## src/rtl/hps_pkg.sv

```systemverilog
package hps_pkg;

    localparam int HALF_W = 16;
    localparam int WORD_W = 2 * HALF_W;

    typedef enum logic [1:0] {
        SEL_CTRL = 2'b00,
        SEL_DINC = 2'b01,
        SEL_ADDR = 2'b10,
        SEL_DATA = 2'b11
    } regsel_e;

    typedef struct packed {
        regsel_e rsel;
        logic    rd;
        logic    upper;
    } hsel_t;

    typedef struct packed {
        logic              cs_n;
        logic              ds1_n;
        logic              ds2_n;
        logic              as_n;
        hsel_t             sel;
        logic [HALF_W-1:0] wd;
    } pins_t;

    typedef struct packed {
        logic              fall;
        logic              rise;
        hsel_t             sel;
        logic [HALF_W-1:0] wd;
    } strobe_ev_t;

    localparam int PINS_W = $bits(pins_t);
    localparam logic [PINS_W-1:0] PINS_IDLE = {4'b1111, {(PINS_W-4){1'b0}}};

    function automatic logic is_data(regsel_e s);
        return (s == SEL_DINC) || (s == SEL_DATA);
    endfunction

    function automatic logic is_inc(regsel_e s);
        return s == SEL_DINC;
    endfunction

    function automatic logic [WORD_W-1:0] put_half(logic [WORD_W-1:0] w, logic upper,
                                                   logic [HALF_W-1:0] h);
        logic [WORD_W-1:0] r;
        r = w;
        if (upper) r[WORD_W-1:HALF_W] = h;
        else       r[HALF_W-1:0]      = h;
        return r;
    endfunction

    function automatic logic [HALF_W-1:0] get_half(logic [WORD_W-1:0] w, logic upper);
        return upper ? w[WORD_W-1:HALF_W] : w[HALF_W-1:0];
    endfunction

endpackage

```

## src/rtl/hps_sync.sv

```systemverilog
module hps_sync #(
    parameter int             W       = 8,
    parameter int             STAGES  = 2,
    parameter logic [W-1:0]   RST_VAL = '0
) (
    input  logic         clk,
    input  logic         rst,
    input  logic [W-1:0] d,
    output logic [W-1:0] q
);
    logic [W-1:0] chain [STAGES];

    always_ff @(posedge clk) begin
        if (rst) begin
            for (int i = 0; i < STAGES; i++) chain[i] <= RST_VAL;
        end else begin
            chain[0] <= d;
            for (int i = 1; i < STAGES; i++) chain[i] <= chain[i-1];
        end
    end

    assign q = chain[STAGES-1];
endmodule

```

## src/rtl/hps_front.sv

```systemverilog
module hps_front
    import hps_pkg::*;
(
    input  logic       clk,
    input  logic       rst,
    input  pins_t      pins,
    output strobe_ev_t ev,
    output logic       cs_low,
    output hsel_t      hsel_q
);
    logic  stb_n, stb_prev, as_prev, as_fall;
    hsel_t sel_as, sel_now;

    // composite strobe: active low when selected and exactly one data strobe low
    assign stb_n   = ~(pins.ds1_n ^ pins.ds2_n) | pins.cs_n;
    assign as_fall = as_prev & ~pins.as_n;
    assign sel_now = (~pins.as_n && !as_fall) ? sel_as : pins.sel;

    always_ff @(posedge clk) begin
        if (rst) begin
            stb_prev <= 1'b1;
            as_prev  <= 1'b1;
            sel_as   <= '0;
            hsel_q   <= '0;
        end else begin
            stb_prev <= stb_n;
            as_prev  <= pins.as_n;
            if (as_fall) sel_as <= pins.sel;
            if (ev.fall) hsel_q <= sel_now;
        end
    end

    assign ev.fall = stb_prev & ~stb_n;
    assign ev.rise = ~stb_prev & stb_n;
    assign ev.sel  = ev.fall ? sel_now : hsel_q;
    assign ev.wd   = pins.wd;
    assign cs_low  = ~pins.cs_n;
endmodule

```

## src/rtl/hps_core.sv

```systemverilog
module hps_core
    import hps_pkg::*;
#(
    parameter int ADDR_W = 32
) (
    input  logic              clk,
    input  logic              rst,
    input  strobe_ev_t        ev,
    input  logic              cs_low,
    input  hsel_t             hsel_q,
    output logic [HALF_W-1:0] host_rdata,
    output logic              host_busy,
    output logic              mem_req,
    output logic              mem_we,
    output logic [ADDR_W-1:0] mem_addr,
    output logic [WORD_W-1:0] mem_wdata,
    input  logic              mem_ack,
    input  logic [WORD_W-1:0] mem_rdata
);
    localparam logic [ADDR_W-1:0] STEP = ADDR_W'(WORD_W / 8);

    logic [WORD_W-1:0] ctrl_q, data_q;
    logic [ADDR_W-1:0] addr_q, maddr_q;
    logic              req_q, we_q, inc_q;
    logic              wr_ev, do_commit, do_fetch, do_prefetch, done;

    assign wr_ev       = ev.rise & ~ev.sel.rd;
    assign do_commit   = wr_ev & is_data(ev.sel.rsel) & ev.sel.upper & ~req_q;
    assign do_fetch    = ev.fall & ev.sel.rd & is_data(ev.sel.rsel) & ~ev.sel.upper & ~req_q;
    assign do_prefetch = ev.rise & ev.sel.rd & is_inc(ev.sel.rsel) & ev.sel.upper & ~req_q;
    assign done        = req_q & mem_ack;

    always_ff @(posedge clk) begin
        if (rst) begin
            ctrl_q  <= '0;
            data_q  <= '0;
            addr_q  <= '0;
            maddr_q <= '0;
            req_q   <= 1'b0;
            we_q    <= 1'b0;
            inc_q   <= 1'b0;
        end else begin
            if (done) begin
                req_q <= 1'b0;
                if (!we_q) data_q <= mem_rdata;
                if (inc_q) addr_q <= maddr_q + STEP;
            end
            if (wr_ev) begin
                case (ev.sel.rsel)
                    SEL_CTRL: ctrl_q <= put_half(ctrl_q, ev.sel.upper, ev.wd);
                    SEL_ADDR: addr_q <= ADDR_W'(put_half(WORD_W'(addr_q), ev.sel.upper, ev.wd));
                    default:  if (!req_q) data_q <= put_half(data_q, ev.sel.upper, ev.wd);
                endcase
            end
            if (do_commit) begin
                req_q   <= 1'b1;
                we_q    <= 1'b1;
                maddr_q <= addr_q;
                inc_q   <= is_inc(ev.sel.rsel);
            end
            if (do_fetch) begin
                req_q   <= 1'b1;
                we_q    <= 1'b0;
                maddr_q <= addr_q;
                inc_q   <= 1'b0;
            end
            if (do_prefetch) begin
                req_q   <= 1'b1;
                we_q    <= 1'b0;
                maddr_q <= addr_q + STEP;
                addr_q  <= addr_q + STEP;
                inc_q   <= 1'b0;
            end
        end
    end

    always_comb begin
        host_rdata = '0;
        if (hsel_q.rd) begin
            case (hsel_q.rsel)
                SEL_CTRL: host_rdata = get_half(ctrl_q, hsel_q.upper);
                SEL_ADDR: host_rdata = get_half(WORD_W'(addr_q), hsel_q.upper);
                default:  host_rdata = get_half(data_q, hsel_q.upper);
            endcase
        end
    end

    assign host_busy = cs_low & req_q;
    assign mem_req   = req_q;
    assign mem_we    = we_q;
    assign mem_addr  = maddr_q;
    assign mem_wdata = data_q;

    // request and its payload stay put until the channel acknowledges
    assert_req_hold_R5: assert property (@(posedge clk) disable iff (rst)
        (mem_req && !mem_ack) |=> (mem_req && $stable(mem_addr) && $stable(mem_we)
                                   && $stable(mem_wdata)));

    // only data register traffic may start a memory transfer
    assert_req_data_only_R4: assert property (@(posedge clk) disable iff (rst)
        $rose(mem_req) |-> ($past(ev.fall || ev.rise) && is_data($past(ev.sel.rsel))));

    // an acknowledged autoincrement write advances the address by one word
    assert_inc_step_R7: assert property (@(posedge clk) disable iff (rst)
        (done && we_q && inc_q && !wr_ev) |=> (addr_q == $past(mem_addr) + STEP));
endmodule

```

## src/rtl/hostport_slave.sv

```systemverilog
module hostport_slave
    import hps_pkg::*;
#(
    parameter int ADDR_W      = 32,
    parameter int SYNC_STAGES = 2
) (
    input  logic              clk,
    input  logic              rst,
    input  logic              host_cs_n,
    input  logic              host_ds1_n,
    input  logic              host_ds2_n,
    input  logic              host_as_n,
    input  logic [1:0]        host_sel,
    input  logic              host_rw,
    input  logic              host_hw,
    input  logic [15:0]       host_wdata,
    output logic [15:0]       host_rdata,
    output logic              host_busy,
    output logic              mem_req,
    output logic              mem_we,
    output logic [ADDR_W-1:0] mem_addr,
    output logic [31:0]       mem_wdata,
    input  logic              mem_ack,
    input  logic [31:0]       mem_rdata
);
    pins_t      pins_raw, pins_s;
    strobe_ev_t ev;
    hsel_t      hsel_q;
    logic       cs_low;
    logic [PINS_W-1:0] sync_q;

    assign pins_raw.cs_n      = host_cs_n;
    assign pins_raw.ds1_n     = host_ds1_n;
    assign pins_raw.ds2_n     = host_ds2_n;
    assign pins_raw.as_n      = host_as_n;
    assign pins_raw.sel.rsel  = regsel_e'(host_sel);
    assign pins_raw.sel.rd    = host_rw;
    assign pins_raw.sel.upper = host_hw;
    assign pins_raw.wd        = host_wdata;

    hps_sync #(.W(PINS_W), .STAGES(SYNC_STAGES), .RST_VAL(PINS_IDLE)) u_sync (
        .clk(clk), .rst(rst), .d(pins_raw), .q(sync_q)
    );
    assign pins_s = pins_t'(sync_q);

    hps_front u_front (
        .clk(clk), .rst(rst), .pins(pins_s), .ev(ev), .cs_low(cs_low), .hsel_q(hsel_q)
    );

    hps_core #(.ADDR_W(ADDR_W)) u_core (
        .clk(clk), .rst(rst), .ev(ev), .cs_low(cs_low), .hsel_q(hsel_q),
        .host_rdata(host_rdata), .host_busy(host_busy),
        .mem_req(mem_req), .mem_we(mem_we), .mem_addr(mem_addr), .mem_wdata(mem_wdata),
        .mem_ack(mem_ack), .mem_rdata(mem_rdata)
    );

    // busy never shows while the synchronized chip-select is high
    assert_busy_gate_R9: assert property (@(posedge clk) disable iff (rst)
        !cs_low |-> !host_busy);

    // a transfer left pending shows as busy as soon as chip-select returns
    assert_pend_busy_R9: assert property (@(posedge clk) disable iff (rst)
        ($rose(cs_low) && mem_req) |-> host_busy);
endmodule

```

## config.mk

```make
export PLATFORM = sky130hd
export DESIGN_NAME = hostport_slave
export DESIGN_NICKNAME = d
export VERILOG_FILES = /design/src/rtl/hps_pkg.sv /design/src/rtl/hps_sync.sv /design/src/rtl/hps_front.sv /design/src/rtl/hps_core.sv /design/src/rtl/hostport_slave.sv
export SDC_FILE = /design/constraint.sdc
export NUM_CORES = 1
export LEC_CHECK = 0
export CAP_MARGIN = 20
export CORE_ASPECT_RATIO = 0.5
export CORE_MARGIN = 2
export CORE_UTILIZATION = 45
export CTS_CLUSTER_SIZE = 12
export DETAILED_ROUTE_END_ITERATION = 10
export GPL_TIMING_DRIVEN = 0
export MAX_ROUTING_LAYER = met4
export PLACE_DENSITY = 0.68
export SKIP_CTS_REPAIR_TIMING = 1
export SLEW_MARGIN = 25
export SYNTH_ARGS = -nofsm -noshare
export SYNTH_HDL_FRONTEND = slang
export SYNTH_HIERARCHICAL = 1
export SYNTH_SLANG_ARGS = --single-unit
```

## constraint.sdc

```tcl
create_clock -name clk -period 4.59 [get_ports clk]
set_input_delay 0.6885 -clock clk [delete_from_list [all_inputs] [get_ports clk]]
set_output_delay 0.6885 -clock clk [all_outputs]
set_load 0.02 [all_outputs]
```

Yosys cells after proc, flatten, opt, wreduce, memory -nomap -nowiden

Memory sizes are Yosys's and may differ from the RTL's.
Cells that the tools add are included.

Output and inout bits: 83
Bits of input ports: 59
Flip-flop bits (word level): 141
Word-level logic and storage cells: 100
Memory bits (writable): 48
Memories: 1

Bitwise gates (word level): 29
Equality and inequality tests: 8
Reductions and logical operators: 11
Muxes and demuxes: 31
Add/sub/neg operators: 2

Memories:

| memory       | depth | bits a word | read ports | clocked after memory_dff | write ports | RTL line       | text |
|---|---|---|---|---|---|---|---|
| u_sync.chain | 2     | 24          | 2          | 0                        | 2           | hps_sync.sv:11 | `logic [W-1:0] chain [STAGES];` |

Operator list:

| kind                  | number |
|---|---|
| $mux 32               | 13 |
| $mux 16               | 6 |
| $add 32x3->32 const B | 2 |
| $mux 24               | 2 |
| $pmux 16 s2           | 1 |
| $and 1x1->1           | 17 |
| $mux 4                | 2 |
| $ne 4x4->1 const B    | 2 |
| $not 1->1             | 8 |
| $mux 1                | 7 |
| $eq 2x2->1 const B    | 3 |
| $reduce_and 3->1      | 2 |
| $logic_not 2->1       | 2 |
| $ne 4x2->1 const B    | 1 |
| $ne 4x3->1 const B    | 1 |
| $reduce_bool 4->1     | 1 |
| $or 1x1->1            | 3 |
| $reduce_bool 3->1     | 1 |
| $reduce_or 3->1       | 1 |
| $eq 2x1->1 const B    | 1 |
| $reduce_or 2->1       | 1 |
| $logic_and 1x1->1     | 1 |
| $logic_not 1->1       | 1 |
| $logic_or 1x1->1      | 1 |
| $xor 1x1->1           | 1 |

Longest topological paths before layout

Gate-level depths: netlist (run 1).

Depth in word-level cells: 14
Depth in mapped cells: 15

Cells and area by module

Netlist (run 1), hierarchy kept.

By module, submodules not included:

| module    | seq. area each (µm²) | instances | area an instance (µm²) | cells each |
|---|---|---|---|---|
| hps_core  | 2622.5               | 1         | 8021.4                 | 1047 |
| hps_sync  | 960.9                | 1         | 1478.9                 | 125 |
| hps_front | 200.2                | 1         | 590.6                  | 63 |

Worst setup path before layout (run 1)

Ideal clock, no wire load.

Path kind: register to register
Start point: memory u_sync/chain[0][45] (netlist name)
End point: register u_core.addr_q[10]
Stages on the path, launching flop included: 13
Setup time: 0.086 ns
Arrival: 2.646 ns
Setup slack: 1.858 ns
Path buffers: 5
Required time: 4.504 ns
Cell sequence: dfxtp_1 buf_4 xor2_2 and2_1 buf_6 a21oi_1 nand4b_1 or2_2 clkbuf_1 buf_2 clkbuf_1 o2111ai_1 a211oi_1

RTL lines:

| what                 | RTL line       | text |
|---|---|---|
| from (decl)          | hps_sync.sv:11 |  |
| to (signal assigned) | hps_core.sv:46 | `if (inc_q) addr_q <= maddr_q + STEP;` |
| to (signal assigned) | hps_core.sv:51 | `SEL_ADDR: addr_q <= ADDR_W'(put_half(WORD_W'(addr_q), ev.sel.upper, ev.wd));` |
| to (signal assigned) | hps_core.sv:71 | `addr_q <= addr_q + STEP;` |
| to (decl)            | hps_core.sv:23 | `logic [ADDR_W-1:0] addr_q, maddr_q;` |

==> impl_metrics.tcl, run 1 <==
set metrics [dict create \
    status "finished clean" \
    period_minus_slack_ns 4.04 \
    dieWidth_um 216 \
    final_cells 1708 \
    crit_chain "buf_4, xor2_2, and2_1, buf_6, a21oi_1, nand4b_1, or2_2, clkbuf_1, buf_2, clkbuf_1, o2111ai_1, a41oi_1" \
    routed-via-count 9999 \
    final-hold-violation-count 0 \
    switchingPower_uw 916 \
    synth_area_leaders "dfxtp_1, nor2_1, nand2_1" \
    yosysUniqueCellTypes 75 \
    clock-root-buffer "clkbuf_16" \
    fin_crit_sh 0.880 \
    setup_viol 0 \
    die_h_um 110 \
    muxShareOfSynthArea 0.0792 \
    finClkSkew_ns 0.0106 \
    numCtsBuffers 17 \
    ant_nets 0 \
    finalWirelength_um 39100 \
    drc_errors 0 \
    end_kind "flop" \
    dpl_cell_area_um2 11900 \
    setup_ws_ns 0.551 \
    synth_top_cell_by_area "dfxtp_1" \
    maxCapViolCount 0 \
    fin_util 0.572 \
    syn-instance-count 1235 \
    cp_num_buf_inv 5 \
    ys_ff_latch 189 \
    fin_area_um2 12500 \
    critical_path_arrival_ns 4.42 \
    area_delta_synth_final_pct 23.8 \
    vdd_ir_drop_max_uv 233 \
    grt_pass1_wl_um 57000 \
    initial_core_util 0.462 \
    synth_area_um2 10100 \
    regToRegSetupSlack_ns 0.55 \
    crit_path_max_fanout 10 \
    reg2regPathDepth 12 \
    grtUsageTotal 0.341 \
    synth_compound_area_frac 0.147 \
    gp_congestion 0.988 \
    fin_tns_setup_ns 0 \
    wl_per_cell_um 22.9 \
    cts_buffer_depth 2 \
    fmax_mhz 248 \
    synth_flop_cell "dfxtp_1" \
    cts_sinks 189 \
    clk_pin_slew_ns 0.08 \
    worst_pin_slew_ns 0.925 \
    grt_overflow 0 \
    cpPeakStageDelay_ns 0.57 \
    hold_path_startpoint "u_sync/chain[0][21]$_SDFF_PP1_" \
    rr_endpoint "u_core/addr_q[9]$_SDFFE_PP0N_" \
    firstDrtPassIters 5 \
    synth-xor-area-share 0.0476 \
    dp.cells 1675 \
    cts_tree "yes" \
    crit_required_ns 4.97 \
    synth_nets 1296 \
    p_comb_frac 0.066 \
    pwr-share-seq 0.484 \
    coreArea_um2 21800 \
    avgViaCountPerCell 5.85 \
    startpoint_type "flop" \
    crit_top_cell "clkbuf_1" \
    dieArea_um2 23700 \
    cpMaxStageDelayCell "clkbuf_1" \
    synthSimpleGateAreaFrac 0.271 \
    crit_family "buffers and inverters" \
    rows 38 \
    htree_levels 4 \
    dp_hpwl_um 29600 \
    finalMaxSlewViolations 0 \
    r2r-start "u_sync/chain[0][45]$_SDFF_PP1_" \
    io_pins 142 \
    synth_top_family_by_area "simple AND/OR/NAND/NOR gates" \
    p_int_uw 2560 \
    synthArstFlopShare 0 \
    p_sw_frac 0.263 \
    hp-class "reg -> reg" \
    clkLatencyLatePin_ns 0.46 \
    p_clk_frac 0.450 \
    drive_above_1_share 0.115 \
    grt_max_degree 21 \
    antenna_found_initial 1 \
    post_synth_fa_ha_maj_area_fraction 0.00248 \
    io_buffer_count 140 \
    p_per_area_nw_per_um2 279 \
    hold_end "u_sync/chain[0][45]$_SDFF_PP1_" \
    yosysSeqAreaShare 0.375 \
    hold_depth 1 \
    fillCellCount 2069 \
    layout.nets 1455 \
    slew_headroom 0.379 \
    dr.first_iter.drc_count 1200 \
    synth-edff-count 0 \
    p_leak_uw 0.00443 \
    rsz0062_at_grt "false" \
    postSynthAreaPerCell_um2 8.17 \
    dp_slack_ns 0.694 \
    yosys_warnings 6 \
    yosys.area.top_type_share 0.375 \
    grt_pass1_vias 9070 \
    worstSetupPathType "reg -> reg" \
]
==> sequential cells by signal, indices dropped and copies added, names as in the netlist <==
signal / flops
u_front/hsel_q: 4
u_sync/chain: 48
u_core/addr_q: 32
u_front/as_prev: 1
u_core/mem_wdata: 32
u_core/inc_q: 1
u_front/stb_prev: 1
u_front/sel_as: 4
u_core/mem_req: 1
u_core/mem_addr: 32
u_core/ctrl_q: 32
u_core/mem_we: 1
==> through the flow <==
stage / power, uW / hold WS [ns]
final: 3480 / 0.408
after floorplan: 1840 / 0.383
after global placement: 1940 / 0.387
after detailed placement: 1950 / 0.390
after global routing: 3590 / 0.407
after CTS: 3500 / 0.404
==> synthesized netlist by cell type (5+ instances only) <==
library cell  count
inv_1            15
a22oi_1           6
buf_6             5
and3_1            9
mux2i_1           9
o22ai_1           8
o221ai_1          5
a31oi_1           7
xnor2_1          22
nand2_1         136
and4_1            5
and2_1           21
or2_1             8
buf_4            40
nor2_1          184
mux4_2           16
or2_2             5
dfxtp_1         189
clkbuf_1         72
xor2_1           31
nor2b_1          45
nor4_1           42
buf_2            14
o21ai_0          37
a21oi_1          79
nand4_1          16
nand3_1          27
or3_1             7
nand3b_1          5
mux2_2           31
nor3_1           23
a211oi_1         32
==> layout by cell type, fill, tap and decap left out, types with 9 or more instances in the layout <==
master / synthesis / layout
a211oi_1: 32 / 32
a21oi_1: 79 / 79
and2_1: 21 / 21
and3_1: 9 / 9
buf_2: 14 / 14
buf_4: 40 / 40
clkbuf_1: 72 / 72
clkbuf_16: 0 / 17
clkdlybuf4s50_1: 0 / 140
dfxtp_1: 189 / 189
inv_1: 15 / 15
mux2_2: 31 / 31
mux2i_1: 9 / 9
mux4_2: 16 / 16
nand2_1: 136 / 136
nand3_1: 27 / 27
nand4_1: 16 / 16
nor2_1: 184 / 183
nor2b_1: 45 / 45
nor3_1: 23 / 23
nor4_1: 42 / 42
o21ai_0: 37 / 37
xnor2_1: 22 / 22
xor2_1: 31 / 31
==> layer usage <==
metal  vias to the layer above  global-route usage  wire (um)
met4                         0              0.0901        726
li1                       4635                   -          -
met5                         -                   -          0
met3                        52               0.111       4230
met2                       519               0.482      16000
met1                      4793               0.464      18100
==> cells by family after synthesis <==
logic type	Yosys count
buf+inv	152
simple gates	556
compound gates	226
xor+xnor	54
flops	189
mux	56
fa+ha+maj	2
==> worst register-to-register path: stages (launching register included) <==
cell,delay (ns)
dfxtp_1,0.31
buf_4,0.13
xor2_2,0.22
and2_1,0.18
buf_6,0.14
a21oi_1,0.47
nand4b_1,0.20
or2_2,0.22
clkbuf_1,0.48
buf_2,0.39
clkbuf_1,0.58
o2111ai_1,0.33
a41oi_1,0.31
==> cell type report <==
class / instances / area, um2 / share of cell area
Buffer: 137 / 722 / 0.0578
Clock buffer: 17 / 425 / 0.0341
Clock inverter: 15 / 191 / 0.0153
Timing Repair Buffer: 140 / 1400 / 0.112
Tap cell: 300 / 375 / 0.0301
Sequential cell: 189 / 3780 / 0.303
Antenna cell: 1 / 2.50 / 0.000200
Multi-Input combinational cell: 894 / 5530 / 0.443
Inverter: 15 / 56.3 / 0.00451
==> how the worst max path moves through the flow <==
stage	depth (start not counted)	start	end	slack, ns
final	12	u_sync/chain[0][45]$_SDFF_PP1_	u_core/addr_q[9]$_SDFFE_PP0N_	0.55
after global routing	11	u_sync/chain[0][45]$_SDFF_PP1_	u_core/addr_q[9]$_SDFFE_PP0N_	0.33
after CTS	12	u_sync/chain[0][45]$_SDFF_PP1_	u_core/addr_q[9]$_SDFFE_PP0N_	0.69
after detailed placement	12	u_sync/chain[0][45]$_SDFF_PP1_	u_core/addr_q[9]$_SDFFE_PP0N_	0.69
after global placement	12	u_sync/chain[0][45]$_SDFF_PP1_	u_core/addr_q[9]$_SDFFE_PP0N_	0.72
after floorplan	12	u_sync/chain[0][45]$_SDFF_PP1_	u_core/addr_q[10]$_SDFFE_PP0N_	1.86
==> power by group through the flow <==
stage / Combinational [uW] / Sequential [uW] / Clock (uW)
after floorplan: 121 / 1720 / 0
after CTS: 226 / 1680 / 1590
final: 230 / 1680 / 1570
after detailed placement: 225 / 1720 / 0
after global routing: 244 / 1690 / 1660
after global placement: 222 / 1720 / 0
Power figures use the tool's default switching activity.
==> run 2, diff against run 1 <==
- CORE_ASPECT_RATIO: 0.5 -> 1.25
- CTS_BUF_LIST: unset -> sky130_fd_sc_hd__clkbuf_8
==> run 2 against run 1 <==
  * Hold slack worse by 0.020 ns
  * Final area fell by 1.7%
  * Sequential power about the same
  * Via count shrank 1.9%
  * Global-route usage fell by 1.1 points
  * Fmax is 2.9% lower
  * Register-to-register slack got worse by 0.12 ns
  * Sequential share of layout area increased by 0.52 points
  * Flip-flop and latch count unchanged
  * Clock skew grew 0.0086 ns
  * Largest cell class unchanged
==> impl_metrics.tcl, run 2 (synthesized netlist as in run 1, its figures left out) <==
set metrics [dict create \
    area_delta_synth_final_pct 21.7 \
    p_per_area_nw_per_um2 250 \
    setup_viol 0 \
    clk_pin_slew_ns 0.12 \
    rsz0062_at_grt "false" \
    cpPeakStageDelay_ns 0.59 \
    period_minus_slack_ns 4.16 \
    grt_pass1_vias 9214 \
    dr.first_iter.drc_count 1033 \
    routed-via-count 9814 \
    dieArea_um2 23600 \
    coreArea_um2 22100 \
    htree_levels 4 \
    maxCapViolCount 0 \
    finClkSkew_ns 0.0192 \
    dp_hpwl_um 28400 \
    cts_buffer_depth 2 \
    mostFrequentLayoutCells "dfxtp_1, nor2_1, clkdlybuf4s50_1" \
    status "finished clean" \
    firstDrtPassIters 6 \
    seq_area_um2 3780 \
    drc_errors 0 \
    largest_reg_flops 48 \
    slew_headroom 0.264 \
    fin_util 0.555 \
    grt_overflow 0 \
    layout.nets 1455 \
    layout_commonest_cell "dfxtp_1" \
    crit_chain "buf_4, xor2_2, and2_1, buf_6, a21oi_1, nand4b_1, or2_2, clkbuf_1, buf_2, clkbuf_1, o2111ai_1, a41oi_1" \
    ant_nets 0 \
    clkLatencyLatePin_ns 0.49 \
    cp_num_buf_inv 5 \
    initial_core_util 0.456 \
    dieWidth_um 138 \
    rows 61 \
    io_pins 142 \
    worstSetupPathType "reg -> reg" \
    hp-class "in -> reg" \
    antenna_found_initial 0 \
    die_h_um 171 \
    numCtsBuffers 17 \
    gp_congestion 0.967 \
    io_buffer_count 140 \
    fin_crit_sh 0.906 \
    final-hold-violation-count 0 \
    holdWs_ns 0.387 \
    crit_top_cell "clkbuf_1" \
    regMostFlops "u_sync/chain" \
    grt_max_degree 22 \
    wl_per_cell_um 22.2 \
    end_kind "flop" \
    finalWirelength_um 37600 \
    grtUsageTotal 0.330 \
    crit_required_ns 4.99 \
    fin_tns_setup_ns 0 \
    finalMaxSlewViolations 0 \
    clock-root-buffer "clkbuf_8" \
    vdd_ir_drop_max_uv 183 \
    cts_tree "yes" \
    grt_util_met1 0.395 \
    grt_util_met2 0.558 \
    crit_path_max_fanout 10 \
    busiest_layer "met2" \
    diodes 0 \
    p_leak_uw 0.00434 \
    worst_pin_slew_ns 1.10 \
    multi_input_area_um2 5540 \
    cpMaxStageDelayCell "clkbuf_1" \
    use_met3 0.0392 \
    avgViaCountPerCell 5.81 \
    crit_family "buffers and inverters" \
    grt_pass1_wl_um 55700 \
    cts_sinks 189 \
    startpoint_type "flop" \
    drive_above_1_share 0.116 \
    critical_path_arrival_ns 4.56 \
    fmax_mhz 240 \
    fillCellCount 2116 \
]
==> run 2: cell types whose count changed in the layout (fill, tap and decap cells not counted) <==
cell,previous run,this run
clkbuf_16,17,0
nor3_2,0,1
clkinv_8,3,7
clkbuf_8,0,17
nor3_1,23,22
diode_2,1,0
bufinv_16,1,0
inv_8,5,2
==> run 2: worst register-to-register path: cells and delay by family, from the launching register on <==
family                    cells  cell delay (ns)
AOI/OAI and AO/OA             3             1.12
xor gates and xnor gates      1             0.21
buffers and inverters         5             1.83
DFF                           1             0.31
and+or+nand+nor               3             0.62
==> run 2: stage by stage <==
step / instance area, um2 / cells / total power (uW) / setup slack (ns)
floorplan: 10100 / 1235 / 1840 / 1.86
global placement: 11800 / 1658 / 1940 / 0.613
detailed placement: 11900 / 1658 / 1940 / 0.511
CTS: 12300 / 1690 / 3090 / 0.525
global route: 12300 / 1690 / 3180 / 0.269
finish: 12300 / 1690 / 3080 / 0.429
==> run 2: path summary, 6_finish.rpt <==
| kind | start | endpoint | slack, ns | depth (start not counted) |
|---|---|---|---|---|
| hold reg to reg | u_sync/chain[0][23]$_SDFF_PP1_ | u_sync/chain[0][47]$_SDFF_PP1_ | 0.41 | 1 |
| hold / removal | rst | u_sync/chain[0][6]$_SDFF_PP0_ | 0.39 | 2 |
| setup reg to reg | u_sync/chain[0][45]$_SDFF_PP1_ | u_core/addr_q[9]$_SDFFE_PP0N_ | 0.43 | 12 |
| setup / recovery | u_sync/chain[0][45]$_SDFF_PP1_ | u_core/addr_q[9]$_SDFFE_PP0N_ | 0.43 | 12 |
==> run 2: power breakdown <==
part	internal, uW	switching (uW)	leakage, uW
clock network	425	745	0.000211
registers	1670	15.0	0.00153
logic	105	118	0.00260
==> run 2: area by class of cell <==
type	instances	share of cell area
Sequential cell	189	0.308
Timing Repair Buffer	140	0.114
Clock inverter	15	0.0157
Tap cell	283	0.0288
Buffer	137	0.0588
Inverter	15	0.00458
Multi-Input combinational cell	894	0.451
Clock buffer	17	0.0191
==> run 2: per-layer routing <==
layer | routed length (um) | vias up
met2 | 18500 | 485
li1 | - | 4619
met1 | 15100 | 4626
met5 | 0 | -
met4 | 1600 | 0
met3 | 2440 | 84
==> run 3, diff against run 2 <==
- CTS_BUF_LIST: sky130_fd_sc_hd__clkbuf_8 -> sky130_fd_sc_hd__clkbuf_4
==> run 3 against run 2 <==
  * Critical path depth unchanged
  * Die area did not move
  * Final area fell by 0.80%
  * Register-to-register slack worse by 0.03 ns
  * Final cell count up 0.18%
  * Sequential share of layout area up 0.25 points
  * Global-route usage decreased by 0.15 points
  * Combinational power is essentially flat
  * First-iteration DRC count decreased by 4.9%
  * Fmax fell by 0.81%
  * Via count fell by 0.16%
  * Critical path type unchanged
  * Largest cell class unchanged
  * Largest power group unchanged
==> impl_metrics.tcl, run 3 (synthesized netlist as in run 1, its figures left out) <==
set metrics [dict create \
    vdd_ir_drop_max_uv 153 \
    grt_pass1_wl_um 55600 \
    dr.first_iter.drc_count 982 \
    grt_pass1_vias 9153 \
    finalMaxSlewViolations 0 \
    seq_area_um2 3780 \
    cts_tree "yes" \
    finalWirelength_um 37600 \
    layout.nets 1455 \
    htree_levels 4 \
    clkLatencyLatePin_ns 0.60 \
    grt_max_degree 22 \
    fillCellCount 2121 \
    ant_nets 0 \
    crit_family "buffers and inverters" \
    multi_input_area_um2 5540 \
    finClkSkew_ns 0.0220 \
    cts_sinks 189 \
    p_leak_uw 0.00430 \
    status "finished clean" \
    layout_commonest_cell "dfxtp_1" \
    regMostFlops "u_sync/chain" \
    cp-startpoint "u_sync/chain[0][45]$_SDFF_PP1_" \
    startpoint_type "flop" \
    clock-root-buffer "clkbuf_4" \
    worst_pin_slew_ns 1.08 \
    largest_reg_flops 48 \
    cp_num_buf_inv 5 \
    period_minus_slack_ns 4.19 \
    end_kind "flop" \
    die_h_um 171 \
    slew_headroom 0.277 \
    dieWidth_um 138 \
    io_buffer_count 140 \
    final-hold-violation-count 0 \
    io_pins 142 \
    worstSetupPathType "reg -> reg" \
    coreArea_um2 22100 \
    area_delta_synth_final_pct 20.7 \
    clk_pin_slew_ns 0.19 \
    initial_core_util 0.456 \
    antenna_found_initial 1 \
    dp_hpwl_um 28400 \
    hold_path_startpoint "rst" \
    mostFrequentLayoutCells "dfxtp_1, nor2_1, clkdlybuf4s50_1" \
    routed-via-count 9798 \
    crit_top_cell "clkbuf_1" \
    grt_overflow 0 \
    maxCapViolCount 0 \
    fin_crit_sh 0.914 \
    crit_chain "buf_4, xor2_2, and2_1, buf_6, a21oi_1, nand4b_1, or2_2, clkbuf_1, buf_2, clkbuf_1, o2111ai_1, a41oi_1" \
    numCtsBuffers 17 \
    dieArea_um2 23600 \
    setup_ws_ns 0.395 \
    critical_path_arrival_ns 4.72 \
    grtUsageTotal 0.329 \
    drc_errors 0 \
    cpMaxStageDelayCell "clkbuf_1" \
    avgViaCountPerCell 5.79 \
    gp_congestion 0.967 \
    p_per_area_nw_per_um2 238 \
    dp_slack_ns 0.511 \
    wl_per_cell_um 22.2 \
    fmax_mhz 238 \
    cpPeakStageDelay_ns 0.59 \
    hp-class "in -> reg" \
    rsz0062_at_grt "false" \
    drive_above_1_share 0.116 \
    fin_tns_setup_ns 0 \
    crit_required_ns 5.11 \
    crit_path_max_fanout 10 \
    setup_viol 0 \
    rows 61 \
    cts_buffer_depth 2 \
    firstDrtPassIters 6 \
    r2r-start "u_sync/chain[0][45]$_SDFF_PP1_" \
]
run 3: cell types whose count changed in the layout (fill, tap and decap cells not counted):
| cell | delta |
|---|---|
| clkbuf_8 | -17 |
| diode_2 | +3 |
| clkbuf_4 | +17 |
run 3: power breakdown:
part	total [uW]	switching (uW)	internal, uW
Clock	986	721	265
Combinational	223	118	105
Sequential	1690	14.8	1670
run 3: metal layers:
| metal | wire length, um | global-route usage |
|---|---|---|
| met3 | 2110 | 0.0360 |
| met1 | 15500 | 0.398 |
| met2 | 18500 | 0.559 |
| met5 | 0 | - |
| met4 | 1530 | 0.128 |
run 3: layout make-up:
cell class	count	share of cell area
Buffer	137	0.0593
Tap cell	283	0.0291
Timing Repair Buffer	140	0.115
Sequential cell	189	0.311
Clock inverter	15	0.0158
Antenna cell	3	0.000616
Clock buffer	17	0.0105
Inverter	15	0.00462
Multi-Input combinational cell	894	0.454
run 3: final timing paths:
| path | end | slack (ns) | cells past startpoint |
|---|---|---|---|
| worst max-delay path | u_core/addr_q[9]$_SDFFE_PP0N_ | 0.40 | 12 |
| worst min-delay path | u_sync/chain[0][6]$_SDFF_PP0_ | 0.26 | 2 |
| worst max register to register | u_core/addr_q[9]$_SDFFE_PP0N_ | 0.40 | 12 |
| worst min register to register | u_sync/chain[0][47]$_SDFF_PP1_ | 0.43 | 1 |
run 3: stage by stage:
stage | area [um2] | cells | utilization | hold slack, ns | total power, uW
2_1_floorplan | 10100 | 1235 | - | 0.383 | 1840
3_5_place_dp | 11900 | 1658 | 0.536 | 0.390 | 1940
4_1_cts | 12200 | 1690 | 0.550 | 0.233 | 2910
6_report | 12200 | 1693 | 0.550 | 0.259 | 2900
3_3_place_gp | 11800 | 1658 | 0.535 | 0.388 | 1940
5_1_grt | 12200 | 1693 | 0.550 | 0.236 | 3000
